[src/rtl/divcfg_pkg.sv]
package divcfg_pkg;
  localparam int M_W_DEF = 9;
  localparam int N_W_DEF = 2;
  localparam int T_W_DEF = 3;

  typedef enum logic [1:0] {
    SRC_HOLD = 2'd0,
    SRC_PAR  = 2'd1,
    SRC_SER  = 2'd2
  } src_e;
endpackage

[src/rtl/cfg_edge_det.sv]
module cfg_edge_det #(
  parameter int W = 2
) (
  input  logic         clk,
  input  logic         rst,
  input  logic [W-1:0] sig,
  output logic [W-1:0] rise,
  output logic [W-1:0] fall
);
  logic [W-1:0] prev_q;

  always_ff @(posedge clk) begin
    if (rst) prev_q <= '0;
    else     prev_q <= sig;
  end

  for (genvar i = 0; i < W; i++) begin : g_bit
    assign rise[i] = sig[i] & ~prev_q[i];
    assign fall[i] = ~sig[i] & prev_q[i];
  end
endmodule

[src/rtl/cfg_shift.sv]
module cfg_shift #(
  parameter int W = 14
) (
  input  logic         clk,
  input  logic         rst,
  input  logic         shift_en,
  input  logic         din,
  output logic [W-1:0] q
);
  always_ff @(posedge clk) begin
    if (rst)           q <= '0;
    else if (shift_en) q <= {q[W-2:0], din};
  end
endmodule

[src/rtl/cfg_hold_reg.sv]
module cfg_hold_reg
  import divcfg_pkg::*;
#(
  parameter int M_W = M_W_DEF,
  parameter int N_W = N_W_DEF,
  parameter int T_W = T_W_DEF,
  localparam int SH_W = M_W + N_W + T_W
) (
  input  logic            clk,
  input  logic            rst,
  input  src_e            src,
  input  logic [M_W-1:0]  par_m,
  input  logic [N_W-1:0]  par_n,
  input  logic [SH_W-1:0] ser_word,
  output logic [M_W-1:0]  m_q,
  output logic [N_W-1:0]  n_q,
  output logic [T_W-1:0]  t_q
);
  always_ff @(posedge clk) begin
    if (rst) begin
      m_q <= '1;
      n_q <= '1;
      t_q <= '0;
    end else begin
      case (src)
        SRC_PAR: begin
          m_q <= par_m;
          n_q <= par_n;
          t_q <= '0;
        end
        SRC_SER: begin
          m_q <= ser_word[M_W-1:0];
          n_q <= ser_word[M_W+N_W-1:M_W];
          t_q <= ser_word[SH_W-1:M_W+N_W];
        end
        default: ;
      endcase
    end
  end
endmodule

[src/rtl/divcfg_loader.sv]
module divcfg_loader
  import divcfg_pkg::*;
#(
  parameter int M_W = M_W_DEF,
  parameter int N_W = N_W_DEF,
  parameter int T_W = T_W_DEF
) (
  input  logic           clk,
  input  logic           rst,
  input  logic           par_lock,
  input  logic [M_W-1:0] par_m,
  input  logic [N_W-1:0] par_n,
  input  logic           ser_clk,
  input  logic           ser_data,
  input  logic           ser_strobe,
  output logic [M_W-1:0] m_div,
  output logic [N_W-1:0] n_code,
  output logic [T_W-1:0] t_sel
);
  localparam int SH_W = M_W + N_W + T_W;

  logic [1:0]      rise, fall;
  logic [SH_W-1:0] sh_q;
  src_e            src;

  cfg_edge_det #(.W(2)) u_edge (
    .clk (clk),
    .rst (rst),
    .sig ({ser_strobe, ser_clk}),
    .rise(rise),
    .fall(fall)
  );

  cfg_shift #(.W(SH_W)) u_shift (
    .clk     (clk),
    .rst     (rst),
    .shift_en(rise[0]),
    .din     (ser_data),
    .q       (sh_q)
  );

  always_comb begin
    if (!par_lock)    src = SRC_PAR;
    else if (fall[1]) src = SRC_SER;
    else              src = SRC_HOLD;
  end

  cfg_hold_reg #(.M_W(M_W), .N_W(N_W), .T_W(T_W)) u_regs (
    .clk     (clk),
    .rst     (rst),
    .src     (src),
    .par_m   (par_m),
    .par_n   (par_n),
    .ser_word(sh_q),
    .m_q     (m_div),
    .n_q     (n_code),
    .t_q     (t_sel)
  );
endmodule

[config.mk]
export PLATFORM = sky130hd
export DESIGN_NAME = divcfg_loader
export DESIGN_NICKNAME = d
export VERILOG_FILES = /design/src/rtl/divcfg_pkg.sv /design/src/rtl/cfg_edge_det.sv /design/src/rtl/cfg_shift.sv /design/src/rtl/cfg_hold_reg.sv /design/src/rtl/divcfg_loader.sv
export SDC_FILE = /design/constraint.sdc
export NUM_CORES = 1
export LEC_CHECK = 0
export BUFFER_PORTS_ARGS = -buffer_cell sky130_fd_sc_hd__buf_2
export CORE_UTILIZATION = 51
export DETAILED_ROUTE_END_ITERATION = 10
export GPL_TIMING_DRIVEN = 0
export PLACE_DENSITY_LB_ADDON = 0.3
export SYNTH_ARGS = -nofsm -noshare
export SYNTH_HDL_FRONTEND = slang
export SYNTH_SLANG_ARGS = --single-unit
[constraint.sdc]
create_clock -name clk -period 1.2 [get_ports clk]
set_clock_uncertainty 0.2 [all_clocks]
set_input_delay 0.24 -clock clk [delete_from_list [all_inputs] [get_ports clk]]
set_output_delay 0.24 -clock clk [all_outputs]
set_load 0.05 [all_outputs]
Word level (Yosys, flattened, before mapping)
Cells that the tools add are included.
- eq/ne operators: 2
- mux-type cells: 5
- bitwise logic cells: 4
- reductions and logical operators: 1
- operator list (kind ; number):
    case mux 9 bit (2 select lines) ; 1
    case mux 3 bit (2 select lines) ; 1
    two-way mux 2 bit ; 2
    case mux 2 bit (2 select lines) ; 1
    AND 1 bit ; 2
    equality test 2 x 1 -> 1 bit, second input constant ; 1
    equality test 2 bit, second input constant ; 1
    inverter 1 bit ; 2
    nonzero test 2 bit ; 1
- logic and storage cells: 17
- output and inout bits: 14
- bits in registers: 30
- input port bits: 17

Longest topological paths before layout
Gate-level depths: netlist of run 1.
- depth in word-level cells: 6
- depth in mapped cells: 4

Modules after synthesis
A second synthesis of run 1 with hierarchy kept.
- cell total of the unflattened synthesis: 119
- area total of the unflattened synthesis: 1291.2 sq um
- modules (own cells, without submodules) (module ; times used ; sequential area each (sq um) ; cells an instance ; area an instance (sq um)):
    cfg_hold_reg ; 1 ; 280.3 ; 64 ; 695.7
    cfg_shift ; 1 ; 280.3 ; 45 ; 508.0
    cfg_edge_det ; 1 ; 40.0 ; 8 ; 77.6
    divcfg_loader ; 1 ; 0.0 ; 2 ; 10.0

Worst setup path before layout of run 1
OpenSTA, ideal clock, no wires.
- path kind: register to register
- start: reg, netlist name u_regs.t_q[0]
- end: reg u_regs.t_q[0]
- path buffers: 0
- data required time: 0.934 ns
- setup slack: 0.068 ns
- data arrival time: 0.865 ns
- cell stages (with the launch flop): 3
- cell sequence: dfxtp_1 -> nand2_1 -> a21oi_2
- RTL lines (element ; RTL line ; RTL):
    end signal, assigned ; cfg_hold_reg.sv:34 ; t_q <= ser_word[SH_W-1:M_W+N_W];
    end, declared ; cfg_hold_reg.sv:17 ; output logic [T_W-1:0] t_q

Worst setup path in the final report of run 1
- start: reg u_regs.m_q[3]
- end: out m_div[3]
- RTL lines (element ; RTL line ; RTL):
    start, declared ; cfg_hold_reg.sv:15 ; output logic [M_W-1:0] m_q,
    start signal, assigned ; cfg_hold_reg.sv:27 ; m_q <= par_m;
    start signal, assigned ; cfg_hold_reg.sv:32 ; m_q <= ser_word[M_W-1:0];
    end, declared ; divcfg_loader.sv:16 ; output logic [M_W-1:0] m_div,
No word-level cell between the ends.

==> run metrics, run 1 <==
CP max FO=2; io pins=31; Leakage Power=0.000724 uW; fin crit period=1300 ps; Synth top cells by count=nand2_1 (31), dfxtp_1 (30), nand3_1 (21); Critical Path AT=approximately 860 ps; failing checks=negative setup slack; gr ovfl total=0; post-synth top area cell=dfxtp_1; die area=2630 um^2; Synth top area share=48.4%; Met2 Wirelength=1990 um; CP Class=reg -> out; Crit path max-delay family=flip-flops; GRT Util Overall=between 20 and 30%; register area=619 um^2; Warnings, synthesis=0; row count=17; share of layout cells above drive strength 1=around two fifths; number of diodes=0; worst-skew pair later-pin latency=330 ps; Die Width=51.3 um; Synth cell types=19; Final Hold Vio Count=0; drc violations=0; Syn Inst Count=142; largest net degree at the start of global routing=11; Fin Hold WS=77.2 ps; DRT Wirelength=4180 um; RSZ-0062 raised after global routing=true; drt wl/cell=18.2 um; gp weighted congestion=0.758; fin area=1910 um^2; Post-synth ARST share=0%; clock slew at reported path FFs=roughly 100 ps; Final Max Tran Viols=0; flop-to-flop setup slack=-90 ps; Die H=51.3 um; total negative setup slack=-1510 ps; area of the multi-input gates=616 um^2; DP Area=1420 um^2; Max Used Layer=met4; Pwr Density=1090 nW/um^2; top cells by area, synth=dfxtp_1 (48%), nand2_1 (9.4%), nand3_1 (8.5%), nand4b_1 (7.8%), nand2b_1 (6.1%); clock root buffer=clkbuf_4; TritonCTS buffer count=5; Max-slew headroom=72.4%; worst path required time=760 ps; critical-path cell list=buf_8; initial antenna violation count=0; port bufs=29; H-tree levels=2; hpwl dp=roughly 1900 um; fin util=84.8%; status=complete, but fails checks; top_reg_cell synth=dfxtp_1; core area=2250 um^2; Layout Nets=219; CP peak stage delay=~370 ps; mapped cell area=around 1200 um^2; syn nets=159; Max Clk Rate=772 MHz; VDD IR max=0.968 mV; Buf+Inv Stages, Crit Path=1; Synth Area per Inst=8.73 um^2; Worst-Margin Slew=414 ps; Post-synth EDFFs=0; sequential area share after synthesis=just under 50%; DR vias=around 1300; Routed Antenna Nets=0; met3 wire length=463 um; Startpoint Class=register; vias in the first global route=1149; Tcrit/Tclk final=108%; FF+latch count, synth=30; Area growth, synth to finish=54.2%; clock tree buffer depth=2; Initial DRC Count=60; CTS tree=yes; Hold Crit Class=in -> reg; M1 wire length=1610 um; Final WS setup=-96.1 ps; # setup viols final=23; MaxCap Viol Count=0; CTS sink cnt=30; top-count cell post-synth=nand2_1; post-DR vias/cell=approximately 5.8; initial core utilization=55.0%; Crit. End Element=output pin; first-pass GRT wire length=approximately 5200 um; 1st-pass router iterations=5; fillers=about 110; slowest CP cell=dfxtp_2
[path summary, 6_finish.rpt]
path | depth (start not counted) | end | from
min | 2 | u_regs.n_q[1]$_SDFFE_PP1P_ | rst
min reg2reg | 2 | u_regs.t_q[0]$_SDFFE_PP0P_ | u_shift.q[11]$_SDFFE_PP0P_
max | 1 | m_div[3] | u_regs.m_q[3]$_SDFFE_PP1P_
max reg2reg | 4 | u_regs.t_q[1]$_SDFFE_PP0P_ | u_edge.prev_q[1]$_SDFF_PP0_
[flip-flops by register name (all words and copies together) (netlist names)]
register / flops
u_edge.prev_q: 2
u_regs.m_q: 9
u_regs.n_q: 2
u_regs.t_q: 3
u_shift.q: 14
[final cells by class]
type | instances | share of cell area, %
Multi-Input combinational cell | 102 | 32.2
Buffer | 10 | 3.86
Sequential cell | 30 | 32.4
Timing Repair Buffer | 53 | 27.4
Tap cell | 28 | 1.83
Clock buffer | 7 | 2.36
[logic make-up after synthesis]
group | share of synthesized area [%]
simple gates | 38.6
flops | 48.4
compound gates | 7.77
buf+inv | 5.15
[report_power, final]
group | internal, uW | switching (uW) | total (uW)
Clock | 221 | 348 | 568
Sequential | 1040 | 33.2 | 1070
Combinational | 210 | 241 | 451
Total | 1470 | 622 | 2090
[placed cells by master, fill, tap and decap left out, drive strengths merged]
master,instances
a21oi,17
nand3,22
nand2b,14
and2b,1
nand4b,11
dlygate4sd3,16
dfxtp,30
nor2b,3
clkbuf,12
nand2,34
buf,42
[stage by stage]
step / setup WS, ps / power, uW / cells
after floorplan: 68.4 / 1290 / 142
after global placement: -35.0 / 1360 / 199
after detailed placement: -113 / 1370 / 199
after CTS: -81.2 / 1990 / 225
after global routing: -135 / 2170 / 230
final: -96.1 / 2090 / 230
[metal layers]
layer / vias up / GRT usage [%]
met5: - / 0
met4: 0 / 16.2
met3: 16 / 8.33
met2: 108 / 45.2
met1: 603 / 33.1
li1: 599 / -
[what timing repair did]
| item | CTS | global route |
|---|---|---|
| gates resized for setup | 47 | 22 |
| hold buffers | 16 | 0 |
| buffers inserted | 3 | 4 |
| endpoints found under the setup margin | 24 | 34 |
| cloned | 0 | 1 |
| endpoints found under the hold margin | 14 | 0 |
| pin swaps | 0 | 10 |
(Power assumes the default switching activity.)
==> run 2: changes to the inputs <==
--- a/config.mk
+++ b/config.mk
@@ -6,7 +6,7 @@
 export NUM_CORES = 1
 export LEC_CHECK = 0
 export BUFFER_PORTS_ARGS = -buffer_cell sky130_fd_sc_hd__buf_2
-export CORE_UTILIZATION = 51
+export CORE_UTILIZATION = 52
 export DETAILED_ROUTE_END_ITERATION = 10
 export GPL_TIMING_DRIVEN = 0
 export PLACE_DENSITY_LB_ADDON = 0.3
==> constraint.sdc (replaced) <==
create_clock -name clk -period 1.5 [get_ports clk]
set_clock_uncertainty 0.2 [all_clocks]
set_input_delay 0.3 -clock clk [delete_from_list [all_inputs] [get_ports clk]]
set_output_delay 0.3 -clock clk [all_outputs]
set_load 0.05 [all_outputs]
==> run 2 against run 1 <==
Compared with the run above:
- the run now ends clean
- clock-buffer cell count unchanged
- worst setup slack improved by 140 ps
- non-clock buffer count decreased by 16
- clock power up 10%
- critical path depth unchanged
- first-iteration DRC count is 67% lower
- design area decreased by 18%
- via count fell by 13%
- combinational power is 44% lower
- sequential power is 22% lower
- wire length down 34%
- power is 18% lower
- largest cell class unchanged
- largest power group unchanged
==> run metrics, run 2 (synthesized netlist as in run 1, its figures left out) <==
DRT Wirelength=around 2800 um; RSZ-0062 raised after global routing=false; number of setup buffers added after CTS=0; Largest Register=u_shift.q; Routed Antenna Nets=0; Critical Path AT=960 ps; gp weighted congestion=0.769; worst path required time=1000 ps; Crit path max-delay family=flip-flops; clock root buffer=clkbuf_4; clock power share=36.4%; cts repair resizes=0; Startpoint Class=register; io pins=31; total power=~1700 uW; Initial DRC Count=20; Worst-Margin Slew=between 400 and 500 ps; fin util=70.5%; Final Max Tran Viols=0; fin crit period=1460 ps; number of diodes=0; Max Clk Rate=685 MHz; largest registers=u_shift.q (14), u_regs.m_q (9), u_regs.t_q (3); dpl cells=199; first-pass GRT wire length=around 4600 um; CTS tree=yes; Int Pwr=1270 uW; GRT Util Overall=24.7%; initial core utilization=approximately 56%; Crit. End Element=output pin; vias in the first global route=between 1000 and 1500; NetSw=450 uW; start of the worst register-to-register path=u_edge.prev_q[1]$_SDFF_PP0_; Max-slew headroom=72.7%; CTS sink cnt=30; VDD IR max=between 0.8 and 0.9 mV; Comb power frac=roughly 15%; drc violations=0; max reg flops=14; largest net degree at the start of global routing=11; CP peak stage delay=360 ps; Final Hold Vio Count=0; hpwl dp=around 2000 um; slowest CP cell=dfxtp_1; H-tree levels=2; Non-Filler Instances=215; port bufs=29; DR vias=1149; worst-skew pair later-pin latency=330 ps; share of layout cells above drive strength 1=roughly 28%; critical-path cell list=buf_2; status=complete, no violations; row count=17; fillers=193; 1st-pass router iterations=5; hold_sp=par_n[1]; # setup viols final=0; Flop pwr share=48.8%; sw frac=26.2%; Layout Nets=203; Die Width=slightly above 50 um; clock tree buffer depth=2; Tcrit/Tclk final=97.3%; Area growth, synth to finish=27.0%; Hold Crit Class=in -> reg; CP max FO=2; Fin Hold WS=9.41 ps; total negative setup slack=0 ps; CP Class=reg -> out; Buf+Inv Stages, Crit Path=1; TritonCTS buffer count=5; MaxCap Viol Count=0; post-DR vias/cell=5.34; most frequent cells in the layout=nand2_1 (31), buf_2 (31), dfxtp_1 (30), nand3_1 (21), a21oi_1 (14); die area=2580 um^2; Worst Setup SP=u_regs.n_q[1]$_SDFFE_PP1P_; initial antenna violation count=0; drt wl/cell=12.8 um; Die H=50.8 um; gr ovfl total=0; Pwr Density=1090 nW/um^2; core area=2230 um^2; Leakage Power=about 0.0006 uW; clock slew at reported path FFs=90 ps
-- run 2: cell count changes in the layout (fill, tap and decap cells not counted), sizes merged --
| cell | previous run | this run |
|---|---|---|
| buf | 42 | 35 |
| dlygate4sd3 | 16 | 8 |
| clkbuf | 12 | 11 |
| bufinv | 0 | 1 |
-- run 2: through the flow --
step           instance area, um^2  setup slack (ps)
2_1_floorplan                 1240               368
3_3_place_gp                  1420               197
3_5_place_dp                  1420               160
4_1_cts                       1580              38.5
5_1_grt                       1580              6.39
6_report                      1580              41.1
-- run 2: repair_timing --
action,in CTS,in global routing
hold buffers,8,0
endpoints found under the setup margin,0,0
hold endpoints to repair,8,0
-- run 2: cell type report --
cell class	count	area (um^2)	area share, %
tap	28	35.0	2.22
sequential	30	601	38.1
clock inverter	1	30.0	1.91
multi-input combinational	102	576	36.5
buffer	10	63.8	4.05
clock buffer	7	45.0	2.86
timing repair buffer	37	225	14.3
-- run 2: path summary, 6_finish.rpt --
path | to | cells past startpoint | slack (ps)
setup / recovery | n_code[1] | 1 | 40
hold / removal | u_regs.n_q[1]$_SDFFE_PP1P_ | 3 | 9
setup reg to reg | u_regs.m_q[5]$_SDFFE_PP1P_ | 4 | 280
hold reg to reg | u_regs.t_q[1]$_SDFFE_PP0P_ | 2 | 270
-- run 2: power groups by stage --
stage / Combinational, uW / Sequential (uW) / Clock, uW
floorplan: 93.2 / 935 / 0
global placement: 231 / 856 / 0
detailed placement: 237 / 858 / 0
CTS: 254 / 839 / 633
global route: 274 / 842 / 666
finish: 254 / 839 / 625
-- run 2: routing by layer --
layer | GRT usage [%] | vias up | part of all wire, %
met3 | 6.55 | 10 | 4.8
met4 | 15.7 | 0 | 2.5
met5 | 0 | - | 0
met2 | 42.9 | 40 | 49
met1 | 26.4 | 529 | 44
li1 | - | 570 | -
==> run 3: changes to the inputs <==
--- a/config.mk
+++ b/config.mk
@@ -5,8 +5,9 @@
 export SDC_FILE = /design/constraint.sdc
 export NUM_CORES = 1
 export LEC_CHECK = 0
+export ABC_AREA = 1
 export BUFFER_PORTS_ARGS = -buffer_cell sky130_fd_sc_hd__buf_2
-export CORE_UTILIZATION = 52
+export CORE_UTILIZATION = 53
 export DETAILED_ROUTE_END_ITERATION = 10
 export GPL_TIMING_DRIVEN = 0
 export PLACE_DENSITY_LB_ADDON = 0.3
==> run 3 against run 2 <==
Compared with the run above:
- clock power shrank 2%
- clock-buffer cell count shrank 2
- design area shrank 9.6%
- final cell count shrank 0.47%
- critical path depth is the same
- worst hold slack is essentially flat
- sequential share of layout area grew 4.1 points
- via count shrank 6.1%
- synthesized cell count grew 2.1%
- sequential power grew 5.4%
- wire length shrank 15%
- global-route usage shrank 2.0 points
- critical endpoint unchanged
- largest cell class unchanged
- highest routed layer unchanged
==> run metrics, run 3 <==
drt wl/cell=10.9 um; top_reg_cell synth=dfxtp_1; number of diodes=0; DRT Wirelength=2340 um; worst r2r dst=u_shift.q[1]$_SDFFE_PP0P_; sequential area share after synthesis=53.8%; start of the worst register-to-register path=u_edge.prev_q[0]$_SDFF_PP0_; Crit. End Element=output pin; H-tree levels=2; most common cell after layout, fill and taps aside=buf_2; Initial DRC Count=28; mapped cell area=1120 um^2; total negative setup slack=0 ps; CTS tree=yes; Hold Path Stages=3; DR vias=1079; Final Max Tran Viols=0; clock tree buffer depth=2; largest net degree at the start of global routing=11; row count=16; post-synth top area cell=dfxtp_1; max reg flops=14; syn nets=approximately 160; Hold Crit Class=in -> reg; Die Width=47.9 um; Synth Area per Inst=7.71 um^2; most frequent cells in the layout=buf_2 (34), nor2_1 (30), dfxtp_1 (30), nand2_1 (24); hold_sp=par_m[7]; drc violations=0; Max Used Layer=met4; fin util=approximately 73%; io pins=31; number of cells on the worst reg-to-reg path=5; Post-synth EDFFs=0; Final Hold Vio Count=0; FF+latch count, synth=30; Synth top cells by count=dfxtp_1 (30), nor2_1 (30), nand2_1 (24); Post-synth ARST share=0%; number of setup buffers added after CTS=0; Max-slew headroom=78.8%; vias in the first global route=821; Synth top area share=53.8%; Largest Register=u_shift.q; Critical Path AT=940 ps; fin crit period=1440 ps; Hold EP=u_regs.m_q[7]$_SDFFE_PP1P_; Leakage Power=0.000645 uW; Routed Antenna Nets=0; GRT Util Overall=a little under a quarter; die area=2300 um^2; post-DR vias/cell=5.04; largest registers=u_shift.q (14), u_regs.m_q (9), u_regs.t_q (3); Die H=47.9 um; # setup viols final=0; first-pass GRT wire length=3400 um; clock root buffer=clkbuf_4; CP peak stage delay=350 ps; cts repair resizes=0; port bufs=29; CTS sink cnt=30; fillers=~160; Buf+Inv Stages, Crit Path=1; RSZ-0062 raised after global routing=false; core area=about 2000 um^2; clock slew at reported path FFs=90 ps; Pwr Density=1240 nW/um^2; CP max FO=2; Worst-Margin Slew=roughly 320 ps; top cells by area, synth=dfxtp_1 (54%), nor2_1 (10%), nand2_1 (8.1%), a21oi_1 (6.3%), nand3_1 (6.3%); worst-skew pair later-pin latency=320 ps; initial core utilization=57.0%; Met2 Wirelength=a little over 1000 um; Layout Nets=203; Area growth, synth to finish=27.4%; gp weighted congestion=0.824; M1 wire length=1130 um; flop-to-flop setup slack=220 ps; worst path required time=1000 ps; Syn Inst Count=145; Crit path max-delay family=flip-flops; share of layout cells above drive strength 1=25.1%; Startpoint Class=register; MaxCap Viol Count=0; TritonCTS buffer count=5; CP Class=reg -> out; gr ovfl total=0; 1st-pass router iterations=4; status=complete, no violations; hold buffers post-CTS=4; VDD IR max=0.929 mV; Warnings, synthesis=0; hpwl dp=roughly 1700 um; met3 wire length=between 100 and 150 um; Max Clk Rate=694 MHz; critical-path cell list=buf_2; initial antenna violation count=0; Tcrit/Tclk final=between 90 and 100%; total power=1760 uW; Synth cell types=15; slowest CP cell=dfxtp_1
==> run 3: cell types whose count changed in the layout (fill, tap and decap cells not counted), sizes merged, moves of 5 or more <==
cell	delta
nor2	+31
nand2b	-14
o21ai	+14
nand4b	-11
nand2	-10
nand3	-8
inv	+6
clkbuf	-5
==> run 3: cell families after synthesis <==
logic type      Yosys count  synth area share (%)
simple gates             72                  26.7
flops                    30                  53.8
compound gates           29                  13.3
buf+inv                  14                  6.27
==> run 3: layout make-up <==
type | count | area, um^2 | area share, %
inverters | 6 | 22.5 | 1.58
multi-input cells | 101 | 447 | 31.4
well taps | 27 | 33.8 | 2.37
repair buffers | 34 | 195 | 13.7
plain buffers | 8 | 47.5 | 3.34
clock inverters | 3 | 40.0 | 2.81
flip-flops and latches | 30 | 601 | 42.2
clock buffers | 5 | 37.5 | 2.64
==> run 3: worst min-delay path, delay by kind of cell <==
family                 cells  cell delay [ps]
AO/OA/AOI/OAI              1               50
buffers and inverters      1               80
AND/OR/NAND/NOR            1               70
==> run 3: stage by stage <==
stage	instances	setup WS (ps)	hold WS, ps	area [um^2]
after floorplan	145	350	207	1120
after global placement	201	158	232	1300
after detailed placement	201	143	241	1300
after CTS	213	52.4	0.218	1410
after global routing	214	10.3	6.72	1420
final	214	59.7	9.23	1420
==> run 3: worst max path at each step <==
| stage | start | cells after the start | end |
|---|---|---|---|
| 5_1_grt | u_regs.n_q[0]$_SDFFE_PP1P_ | 1 | n_code[0] |
| 2_1_floorplan | ser_strobe | 6 | u_regs.m_q[0]$_SDFFE_PP1P_ |
| 3_3_place_gp | ser_strobe | 7 | u_regs.m_q[0]$_SDFFE_PP1P_ |
| 4_1_cts | u_regs.n_q[1]$_SDFFE_PP1P_ | 1 | n_code[1] |
| 3_5_place_dp | ser_strobe | 7 | u_regs.m_q[2]$_SDFFE_PP1P_ |
| 6_report | u_regs.n_q[1]$_SDFFE_PP1P_ | 1 | n_code[1] |
==> run 3: power breakdown <==
| part | switching [uW] | leakage [uW] | internal (uW) |
|---|---|---|---|
| Clock | 270 | 0.0000450 | 345 |
| Sequential | 34.7 | 0.000248 | 850 |
| Combinational | 177 | 0.000351 | 86.0 |
| Total | 482 | 0.000645 | 1280 |
==> run 3: routing by layer <==
metal	GRT usage (%)	vias to the layer above
li1	-	557
met1	31.0	486
met2	30.3	32
met3	7.17	4
met4	15.0	0
met5	0	-
